<file path="src/rtl/fp_trap_pkg.sv">
package fp_trap_pkg;
  localparam int unsigned NFLAG = 5;
  localparam int unsigned QUAL_W = 11;

  // flag / summary code bit positions
  localparam int unsigned F_INV = 0;
  localparam int unsigned F_DZE = 1;
  localparam int unsigned F_FOV = 2;
  localparam int unsigned F_UNF = 3;
  localparam int unsigned F_INE = 4;

  // qualifier decode positions
  localparam int unsigned Q_OVE = 8;
  localparam int unsigned Q_INE = 9;
  localparam int unsigned Q_SWC = 10;

  typedef logic [NFLAG-1:0] flags_t;
endpackage

</file>
<file path="src/rtl/fp_trap_filter.sv">
module fp_trap_filter
  import fp_trap_pkg::*;
(
  input  flags_t              flags_i,
  input  logic [QUAL_W-1:0]   qual_i,
  input  logic                cvt_i,
  input  flags_t              dis_mask_i,
  output flags_t              surv_o,
  output flags_t              trap_bits_o
);
  logic swc;
  logic [QUAL_W-1:0] unused_qual;

  assign swc         = qual_i[Q_SWC];
  assign unused_qual = qual_i;

  always_comb begin
    surv_o = flags_i;
    if (!qual_i[Q_INE])          surv_o[F_INE] = 1'b0;
    if (cvt_i && !qual_i[Q_OVE]) surv_o[F_FOV] = 1'b0;
  end

  generate
    for (genvar b = 0; b < NFLAG; b++) begin : g_bit
      assign trap_bits_o[b] = surv_o[b] & (~swc | ~dis_mask_i[b]);
    end
  endgenerate
endmodule

</file>
<file path="src/rtl/fp_trap_status.sv">
module fp_trap_status
  import fp_trap_pkg::*;
(
  input  logic   clk_i,
  input  logic   rst_ni,
  input  logic   acc_i,
  input  flags_t surv_i,
  input  logic   clr_i,
  input  logic   mask_we_i,
  input  flags_t mask_i,
  output flags_t sticky_o,
  output flags_t dis_mask_o
);
  always_ff @(posedge clk_i or negedge rst_ni) begin
    if (!rst_ni)       sticky_o <= '0;
    else if (clr_i)    sticky_o <= '0;
    else if (acc_i)    sticky_o <= sticky_o | surv_i;
  end

  always_ff @(posedge clk_i or negedge rst_ni) begin
    if (!rst_ni)        dis_mask_o <= '0;
    else if (mask_we_i) dis_mask_o <= mask_i;
  end


  sticky_keep_chk: assert property (@(posedge clk_i) disable iff (!rst_ni)
    !clr_i |=> ((sticky_o & $past(sticky_o)) == $past(sticky_o)));

  sticky_clr_chk: assert property (@(posedge clk_i) disable iff (!rst_ni)
    clr_i |=> (sticky_o == '0));
endmodule

</file>
<file path="src/rtl/fp_trap_regmask.sv">
module fp_trap_regmask #(
  parameter int unsigned MASK_W = 64,
  localparam int unsigned IDX_W = $clog2(MASK_W)
) (
  input  logic              clk_i,
  input  logic              rst_ni,
  input  logic              hit_i,
  input  logic [IDX_W-1:0]  idx_i,
  input  logic              clr_i,
  output logic [MASK_W-1:0] mask_o
);
  generate
    for (genvar i = 0; i < MASK_W; i++) begin : g_slot
      always_ff @(posedge clk_i or negedge rst_ni) begin
        if (!rst_ni)                                  mask_o[i] <= 1'b0;
        else if (clr_i)                               mask_o[i] <= 1'b0;
        else if (hit_i && idx_i == IDX_W'(i))         mask_o[i] <= 1'b1;
      end
    end
  endgenerate


  regmask_keep_chk: assert property (@(posedge clk_i) disable iff (!rst_ni)
    !clr_i |=> ((mask_o & $past(mask_o)) == $past(mask_o)));

  regmask_clr_chk: assert property (@(posedge clk_i) disable iff (!rst_ni)
    clr_i |=> (mask_o == '0));
endmodule

</file>
<file path="src/rtl/fp_trap_unit.sv">
module fp_trap_unit
  import fp_trap_pkg::*;
#(
  parameter int unsigned REG_W   = 5,
  parameter int unsigned REG_OFS = 32,
  parameter int unsigned MASK_W  = 64,
  localparam int unsigned IDX_W  = $clog2(MASK_W)
) (
  input  logic              clk_i,
  input  logic              rst_ni,
  input  logic              op_valid_i,
  input  logic [4:0]        flags_i,
  input  logic [10:0]       qual_i,
  input  logic              cvt_i,
  input  logic [REG_W-1:0]  dst_i,
  input  logic              mask_we_i,
  input  logic [4:0]        mask_i,
  input  logic              clr_i,
  output logic              trap_o,
  output logic [4:0]        trap_code_o,
  output logic [4:0]        sticky_o,
  output logic [4:0]        mask_o,
  output logic [MASK_W-1:0] reg_mask_o
);
  flags_t           surv, trap_bits;
  logic             trap_d;
  logic [IDX_W-1:0] hit_idx;

  fp_trap_filter u_filter (
    .flags_i     (flags_i),
    .qual_i      (qual_i),
    .cvt_i       (cvt_i),
    .dis_mask_i  (mask_o),
    .surv_o      (surv),
    .trap_bits_o (trap_bits)
  );

  fp_trap_status u_status (
    .clk_i      (clk_i),
    .rst_ni     (rst_ni),
    .acc_i      (op_valid_i & qual_i[Q_SWC]),
    .surv_i     (surv),
    .clr_i      (clr_i),
    .mask_we_i  (mask_we_i),
    .mask_i     (mask_i),
    .sticky_o   (sticky_o),
    .dis_mask_o (mask_o)
  );

  assign trap_d  = op_valid_i & (|trap_bits);
  assign hit_idx = IDX_W'(dst_i) + IDX_W'(REG_OFS);

  fp_trap_regmask #(.MASK_W(MASK_W)) u_regmask (
    .clk_i  (clk_i),
    .rst_ni (rst_ni),
    .hit_i  (trap_d),
    .idx_i  (hit_idx),
    .clr_i  (clr_i),
    .mask_o (reg_mask_o)
  );

  always_ff @(posedge clk_i or negedge rst_ni) begin
    if (!rst_ni) begin
      trap_o      <= 1'b0;
      trap_code_o <= '0;
    end else begin
      trap_o      <= trap_d;
      trap_code_o <= trap_d ? trap_bits : '0;
    end
  end


  trap_needs_op_chk: assert property (@(posedge clk_i) disable iff (!rst_ni)
    trap_o |-> $past(op_valid_i));

  code_match_chk: assert property (@(posedge clk_i) disable iff (!rst_ni)
    trap_o == (trap_code_o != '0));

  ine_gate_chk: assert property (@(posedge clk_i) disable iff (!rst_ni)
    (op_valid_i && !qual_i[Q_INE]) |=> !trap_code_o[F_INE]);

  cvt_ovf_gate_chk: assert property (@(posedge clk_i) disable iff (!rst_ni)
    (op_valid_i && cvt_i && !qual_i[Q_OVE]) |=> !trap_code_o[F_FOV]);

  nosc_sticky_chk: assert property (@(posedge clk_i) disable iff (!rst_ni)
    (op_valid_i && !qual_i[Q_SWC] && !clr_i) |=> $stable(sticky_o));

  sc_mask_chk: assert property (@(posedge clk_i) disable iff (!rst_ni)
    (op_valid_i && qual_i[Q_SWC]) |=> ((trap_code_o & $past(mask_o)) == '0));

  regmask_set_chk: assert property (@(posedge clk_i) disable iff (!rst_ni)
    (trap_o && !$past(clr_i)) |-> reg_mask_o[$past(hit_idx)]);

  regmask_low_chk: assert property (@(posedge clk_i) disable iff (!rst_ni)
    reg_mask_o[REG_OFS-1:0] == '0);
endmodule

</file>
<file path="config.mk">
export PLATFORM = sky130hd
export DESIGN_NAME = fp_trap_unit
export DESIGN_NICKNAME = d
export VERILOG_FILES = /design/src/rtl/fp_trap_pkg.sv /design/src/rtl/fp_trap_filter.sv /design/src/rtl/fp_trap_status.sv /design/src/rtl/fp_trap_regmask.sv /design/src/rtl/fp_trap_unit.sv
export SDC_FILE = /design/constraint.sdc
export NUM_CORES = 1
export LEC_CHECK = 0
export ABC_CLOCK_PERIOD_IN_PS = 1990
export BUFFER_PORTS_ARGS = -buffer_cell sky130_fd_sc_hd__buf_2
export CAP_MARGIN = 10
export CORE_MARGIN = 10
export CORE_UTILIZATION = 23
export DETAILED_ROUTE_END_ITERATION = 6
export PLACE_DENSITY = 0.43
export RECOVER_POWER = 50
export SLEW_MARGIN = 25
export SYNTH_ARGS = -nofsm -noshare
export SYNTH_HDL_FRONTEND = slang
export SYNTH_SLANG_ARGS = --single-unit
</file>
<file path="constraint.sdc">
create_clock -name clk_i -period 1.99 [get_ports clk_i]
set_input_delay 0.199 -clock clk_i [delete_from_list [all_inputs] [get_ports clk_i]]
set_output_delay 0.199 -clock clk_i [all_outputs]
set_load 0.02 [all_outputs]
</file>
==> flow_metrics.env, run 1 <==
export IMPL_cts_buffers=5
export IMPL_fillers=1097
export IMPL_leakage_uw=0.00129
export IMPL_layout_min_cycle_time_ns=1.59
export IMPL_finalSetupViolCount=0
export IMPL_worst_slew_pin_slew_ns=1.34
export IMPL_root_buffer="clkbuf_8"
export IMPL_postRouteAntennaNets=0
export IMPL_multiInputGateArea_um2=642
export IMPL_die_area_um2=14300
export IMPL_start_kind="flop"
export IMPL_num_rows=36
export IMPL_cp_slowest_stage_delay_ns=0.50
export IMPL_ys_types=27
export IMPL_cp_max_fo=21
export IMPL_path_cells="a221oi_4 -> nor2_4 -> buf_12 -> o32ai_1"
export IMPL_yosysMostFrequentCell="dfrtp_1"
export IMPL_drive_gt1_share_pct=29.0
export IMPL_drc=0
export IMPL_timing_final_crit_share_pct=80.0
export IMPL_wl_per_cell_um=15.4
export IMPL_globalplace_congestion=0.695
export IMPL_overflow=0
export IMPL_hold_violations=0
export IMPL_syn_area_um2=2280
export IMPL_cp_required_ns=2.19
export IMPL_port_buffers=103
export IMPL_finalClockSkew_ns=0.0138
export IMPL_internal_power_uw=1360
export IMPL_status="completed"
export IMPL_core_area_um2=9730
export IMPL_cts_buffer_depth=2
export IMPL_drv_cap=0
export IMPL_p_comb_share_pct=13.1
export IMPL_num_vias=1793
export IMPL_yosysSeqAreaShare_pct=53.8
export IMPL_seqPwrFrac_pct=55.5
export IMPL_sw_frac_of_total_pct=27.8
export IMPL_max_clock_freq_mhz=628
export IMPL_synth_common_cells="49 x dfrtp_1, 35 x inv_1, 31 x buf_4, 24 x o22ai_1, 19 x nand2_1"
export IMPL_synth_top_area_share_pct=53.8
export IMPL_first_iter_violations=45
export IMPL_fin_cells=433
export IMPL_cts_tree="done"
export IMPL_avgSynthCellArea_um2=10.2
export IMPL_grt_start_max_net_pins=36
export IMPL_hp_class="input pin to flop"
export IMPL_ctsResizeCount=0
export IMPL_maxSlewViolCount=0
export IMPL_antenna_found_initial=0
export IMPL_hpwl_um=5100
export IMPL_dp_cells=424
export IMPL_power_density_nw_per_um2=676
export IMPL_initial_core_util_pct=23.4
export IMPL_fin_nets=331
export IMPL_synth_top_area_cell="dfrtp_1"
export IMPL_rsz0062_at_grt="false"
export IMPL_die_w_um=120
export IMPL_cts_num_sinks=49
export IMPL_power_uw=1880
export IMPL_grt_util_all_layers_pct=9.08
export IMPL_critPathArrivalTime_ns=1.80
export IMPL_p_sw_uw=523
export IMPL_clk_pin_slew_worst_paths_ns=0.09
export IMPL_clkPwrFrac_pct=31.4
export IMPL_die_y_um=120
export IMPL_crit_slowest_cell="a221oi_4"
export IMPL_grt_pass1_vias=2018
export IMPL_synth_fp_nets=256
export IMPL_htree_levels=2
export IMPL_grt_pass1_wl_um=10600
export IMPL_final_setup_tns_ns=0
export IMPL_ys_flop_type="dfrtp_1"
export IMPL_ys_ff_latch=49
export IMPL_dr_pass1_iters=4
export IMPL_syn2layout_area_growth_pct=21.9
export IMPL_slew_headroom_pct=10.5
export IMPL_postSynthCellCount=224
export IMPL_routed_wl_um=6680
export IMPL_io_pins=112
export IMPL_async_flop_share_pct=100
export IMPL_regArea_um2=1230
export IMPL_synth_warnings=0
export IMPL_viasPerCell=4.14
export IMPL_synth_area_leaders="dfrtp_1 54%, buf_4 10%, o22ai_1 6.6%"
export IMPL_synth_edf_count=0
export IMPL_insertion_delay_ns=0.30
export IMPL_end_kind="flop"
export IMPL_ir_worst_vdd_uv=315
export IMPL_antennaDiodeCount=0
export IMPL_critical_path_class="flop to flop"
-- area by class of cell --
class	count	area share, %
clock buffer	7	2.74
clock inverter	1	0.270
inverter	35	4.72
multi-input combinational	100	23.1
sequential	49	44.1
tap	133	5.98
timing repair buffer	108	19.1
-- power groups by stage --
stage          clock network [uW]  registers [uW]  logic (uW)
2_1_floorplan                   0            1100        98.8
3_3_place_gp                    0            1060         257
3_5_place_dp                    0            1060         259
4_1_cts                       614            1040         261
5_1_grt                       655            1050         276
6_report                      591            1040         247
-- cells by family after synthesis --
kind of cell           Yosys count  share of synthesized area, %
buffers and inverters           75                          18.1
and+or+nand+nor                 49                          10.9
AOI/OAI and AO/OA               46                          14.8
muxes                            5                          2.47
DFF                             49                          53.8
-- what timing repair did --
action / in CTS / in global routing
endpoints found under the hold margin: 22 / 0
hold buffers: 1 / 0
buffers inserted: 0 / 0
-- layout by cell type (no fill, tap or decap), drive strengths merged --
master	netlist	final
and3	2	2
a221oi	1	1
dlygate4sd3	0	1
a2111o	1	1
a21oi	6	6
or3	2	2
nor2b	2	2
or2	1	1
clkinvlp	0	1
inv	35	35
and2	6	6
nor3	4	4
clkbuf	7	45
or4	1	1
mux2	5	5
dfrtp	49	49
buf	33	69
nor2	7	7
o32ai	8	8
nand2b	3	3
a21boi	3	3
and3b	1	1
o22ai	24	24
o21ai	3	3
nor3b	1	1
nand2	19	19
-- flip-flops by register name, indices dropped and copies added, names as in the netlist --
register,flops
u_regmask.mask_o,33
trap_code_o,5
u_status.dis_mask_o,5
u_status.sticky_o,5
trap_o,1
-- layer usage --
layer,share of wire [%],global-route usage (%),wire length [um],vias up
li1,-,-,-,863
met1,44,10.8,2950,853
met2,43,13.7,2890,73
met3,12,4.97,790,4
met4,0.66,2.71,44,0
met5,0,0,0,-
-- critical path: cells and delay by family, from the launching register on --
kind / cells / cell delay (ns)
AOI/OAI and AO/OA: 2 / 0.79
DFF: 1 / 0.44
buffers and inverters: 1 / 0.17
and+or+nand+nor: 1 / 0.08
-- final timing paths --
kind	startpoint	to	slack, ns	depth (start not counted)
max in group asynchronous	rst_ni	u_regmask.mask_o[33]$_DFFE_PN0P_	0.48	3
min in group asynchronous	rst_ni	u_regmask.mask_o[51]$_DFFE_PN0P_	0.72	2
max reg2reg	u_status.dis_mask_o[2]$_DFFE_PN0P_	u_regmask.mask_o[59]$_DFFE_PN0P_	0.40	4
min	mask_i[3]	u_status.dis_mask_o[3]$_DFFE_PN0P_	0.12	2
max	u_status.dis_mask_o[2]$_DFFE_PN0P_	u_regmask.mask_o[59]$_DFFE_PN0P_	0.40	4
min reg2reg	u_status.sticky_o[4]$_DFFE_PN0P_	u_status.sticky_o[4]$_DFFE_PN0P_	0.50	2
-- through the flow --
stage               util, %  instance area, um^2  setup WS [ns]  hold slack, ns
finish                 28.6                 2780          0.397           0.120
global route           28.6                 2780          0.173           0.112
CTS                    29.1                 2830          0.377           0.112
detailed placement     28.1                 2740          0.393           0.229
global placement       28.1                 2740          0.437           0.224
floorplan                 -                 2280          0.462         -0.0966
Note: power is estimated with default switching activity, not from simulation.
==> run 2: changes to the inputs <==
--- a/config.mk
+++ b/config.mk
@@ -5,13 +5,13 @@
 export SDC_FILE = /design/constraint.sdc
 export NUM_CORES = 1
 export LEC_CHECK = 0
-export ABC_CLOCK_PERIOD_IN_PS = 1990
+export ABC_CLOCK_PERIOD_IN_PS = 1350
 export BUFFER_PORTS_ARGS = -buffer_cell sky130_fd_sc_hd__buf_2
 export CAP_MARGIN = 10
 export CORE_MARGIN = 10
 export CORE_UTILIZATION = 23
 export DETAILED_ROUTE_END_ITERATION = 6
-export PLACE_DENSITY = 0.43
+export PLACE_DENSITY = 0.44
 export RECOVER_POWER = 50
 export SLEW_MARGIN = 25
 export SYNTH_ARGS = -nofsm -noshare
==> constraint.sdc (replaced) <==
create_clock -name clk_i -period 1.35 [get_ports clk_i]
set_input_delay 0.135 -clock clk_i [delete_from_list [all_inputs] [get_ports clk_i]]
set_output_delay 0.135 -clock clk_i [all_outputs]
set_load 0.02 [all_outputs]
==> flow_metrics.env, run 2 (synthesis gave the netlist of run 1 again) <==
export IMPL_cts_buffer_depth=2
export IMPL_critPathArrivalTime_ns=1.65
export IMPL_die_w_um=120
export IMPL_layout_cells_most_common="buf_2"
export IMPL_crit_buf_inv=1
export IMPL_slew_headroom_pct=53.2
export IMPL_syn2layout_area_growth_pct=34.3
export IMPL_viasPerCell=4.08
export IMPL_placed_area_um2=2920
export IMPL_end_kind="flop"
export IMPL_finalInstanceArea_um2=3060
export IMPL_finalWorstSetupSlack_ns=-0.124
export IMPL_rsz0062_at_grt="true"
export IMPL_num_vias=1863
export IMPL_grt_pass1_vias=2048
export IMPL_worst_slew_pin_slew_ns=0.702
export IMPL_cp_max_fo=4
export IMPL_leakage_uw=0.00158
export IMPL_cts_buffers=5
export IMPL_clk_pin_slew_worst_paths_ns=0.10
export IMPL_internal_power_uw=2110
export IMPL_antennaDiodeCount=0
export IMPL_multiInputGateArea_um2=684
export IMPL_num_rows=36
export IMPL_start_kind="flop"
export IMPL_clkPwrFrac_pct=31.7
export IMPL_dr_pass1_iters=4
export IMPL_htree_levels=2
export IMPL_routed_wl_um=6710
export IMPL_wl_per_cell_um=14.7
export IMPL_largest_register="u_regmask.mask_o"
export IMPL_finalClockSkew_ns=0.0114
export IMPL_fillers=1078
export IMPL_dpl_worst_slack_ns=-0.184
export IMPL_die_y_um=120
export IMPL_crit_family="compound AO/OA/AOI/OAI gates"
export IMPL_grtUsageMet2_pct=14.3
export IMPL_power_density_nw_per_um2=947
export IMPL_p_sw_uw=787
export IMPL_grt_busiest_layer="met2"
export IMPL_die_area_um2=14300
export IMPL_finalSetupViolCount=33
export IMPL_sw_frac_of_total_pct=27.2
export IMPL_ir_worst_vdd_uv=364
export IMPL_status="finished with violations"
export IMPL_layout_min_cycle_time_ns=1.47
export IMPL_met3_usage_pct=4.55
export IMPL_layout_common_cells="103 x buf_2, 45 x dfrtp_1, 35 x inv_1"
export IMPL_port_buffers=103
export IMPL_grt_util_all_layers_pct=9.24
export IMPL_critical_path_class="flop to flop"
export IMPL_hp_class="input pin to flop"
export IMPL_insertion_delay_ns=0.30
export IMPL_root_buffer="clkbuf_8"
export IMPL_globalplace_congestion=0.731
export IMPL_timing_final_crit_share_pct=109
export IMPL_drive_gt1_share_pct=48.8
export IMPL_r2r_slack_ns=-0.12
export IMPL_hold_violations=0
export IMPL_postRouteAntennaNets=0
export IMPL_grtUsageMet1_pct=11.4
export IMPL_first_iter_violations=40
export IMPL_drc=0
export IMPL_initial_core_util_pct=23.4
export IMPL_drv_cap=0
export IMPL_antenna_found_initial=0
export IMPL_cp_required_ns=1.53
export IMPL_seqPwrFrac_pct=53.0
export IMPL_core_area_um2=9730
export IMPL_largest_reg_flops=33
export IMPL_violations="negative setup slack"
export IMPL_whs_ns=0.0564
export IMPL_p_comb_share_pct=15.3
export IMPL_cts_num_sinks=49
export IMPL_crit_slowest_cell="a2111o_1"
export IMPL_grt_pass1_wl_um=10900
export IMPL_overflow=0
export IMPL_hpwl_um=5210
export IMPL_max_clock_freq_mhz=678
export IMPL_path_cells="nand2_2 -> a2111o_1 -> buf_6 -> o21ai_4 -> o32ai_1"
export IMPL_io_pins=112
export IMPL_maxSlewViolCount=0
export IMPL_regArea_um2=1230
export IMPL_cp_slowest_stage_delay_ns=0.48
export IMPL_cts_tree="done"
export IMPL_grt_start_max_net_pins=50
export IMPL_fin_nets=355
[run 2: cell count changes in the layout (fill, tap and decap cells not counted), moves of 3 or more]
cell and delta:
a21boi_0 -3, a21boi_2 +3, buf_2 +37, buf_4 +23, clkbuf_1 -38, dfrtp_1 -4, dfrtp_2 +4, o21ai_2 -3
o21ai_4 +3
[run 2: cell type report]
| cell class | instances | share of cell area [%] |
|---|---|---|
| inverter | 35 | 4.29 |
| multi-input combinational | 100 | 22.3 |
| sequential | 49 | 40.2 |
| timing repair buffer | 132 | 24.7 |
| tap | 133 | 5.43 |
| clock buffer | 7 | 2.82 |
| clock inverter | 1 | 0.245 |
[run 2: timing repair]
| action | in CTS | in global routing |
|---|---|---|
| endpoints found under the setup margin | 33 | 33 |
| pin swaps | 2 | 1 |
| hold buffers | 1 | 0 |
| endpoints found under the hold margin | 49 | 0 |
| resized for setup | 6 | 6 |
| buffers inserted | 0 | 0 |
[run 2: per-layer routing]
metal  vias up  part of all wire, %
met5         -                    0
li1        912                    -
met2        79                   44
met1       867                   44
met4         0                 0.63
met3         5                   11
[run 2: worst paths after layout]
check                                                     endpoint                                from  depth (start not counted)
worst max-delay path              u_regmask.mask_o[46]$_DFFE_PN0P_  u_status.dis_mask_o[4]$_DFFE_PN0P_                          5
worst min-delay path            u_status.dis_mask_o[3]$_DFFE_PN0P_                           mask_i[3]                          2
worst max register to register    u_regmask.mask_o[46]$_DFFE_PN0P_  u_status.dis_mask_o[4]$_DFFE_PN0P_                          5
worst min register to register    u_status.sticky_o[2]$_DFFE_PN0P_    u_status.sticky_o[2]$_DFFE_PN0P_                          2
max in group asynchronous       u_status.dis_mask_o[1]$_DFFE_PN0P_                              rst_ni                          3
min in group asynchronous         u_regmask.mask_o[38]$_DFFE_PN0P_                              rst_ni                          3
[run 2: power groups by stage]
stage	Combinational, uW	Sequential, uW	Clock, uW
2_1_floorplan	146	1620	0
3_3_place_gp	439	1560	0
3_5_place_dp	442	1570	0
4_1_cts	456	1540	967
5_1_grt	493	1540	1030
6_report	444	1540	918
[run 2: stage by stage]
stage               util (%)  std cells  power, uW  TNS, ns
floorplan                  -        224       1770    -2.47
global placement        30.0        448       2000    -2.04
detailed placement      30.0        448       2010    -2.73
CTS                     31.4        457       2960    -3.14
global route            31.5        457       3070    -4.85
finish                  31.5        457       2900    -2.52
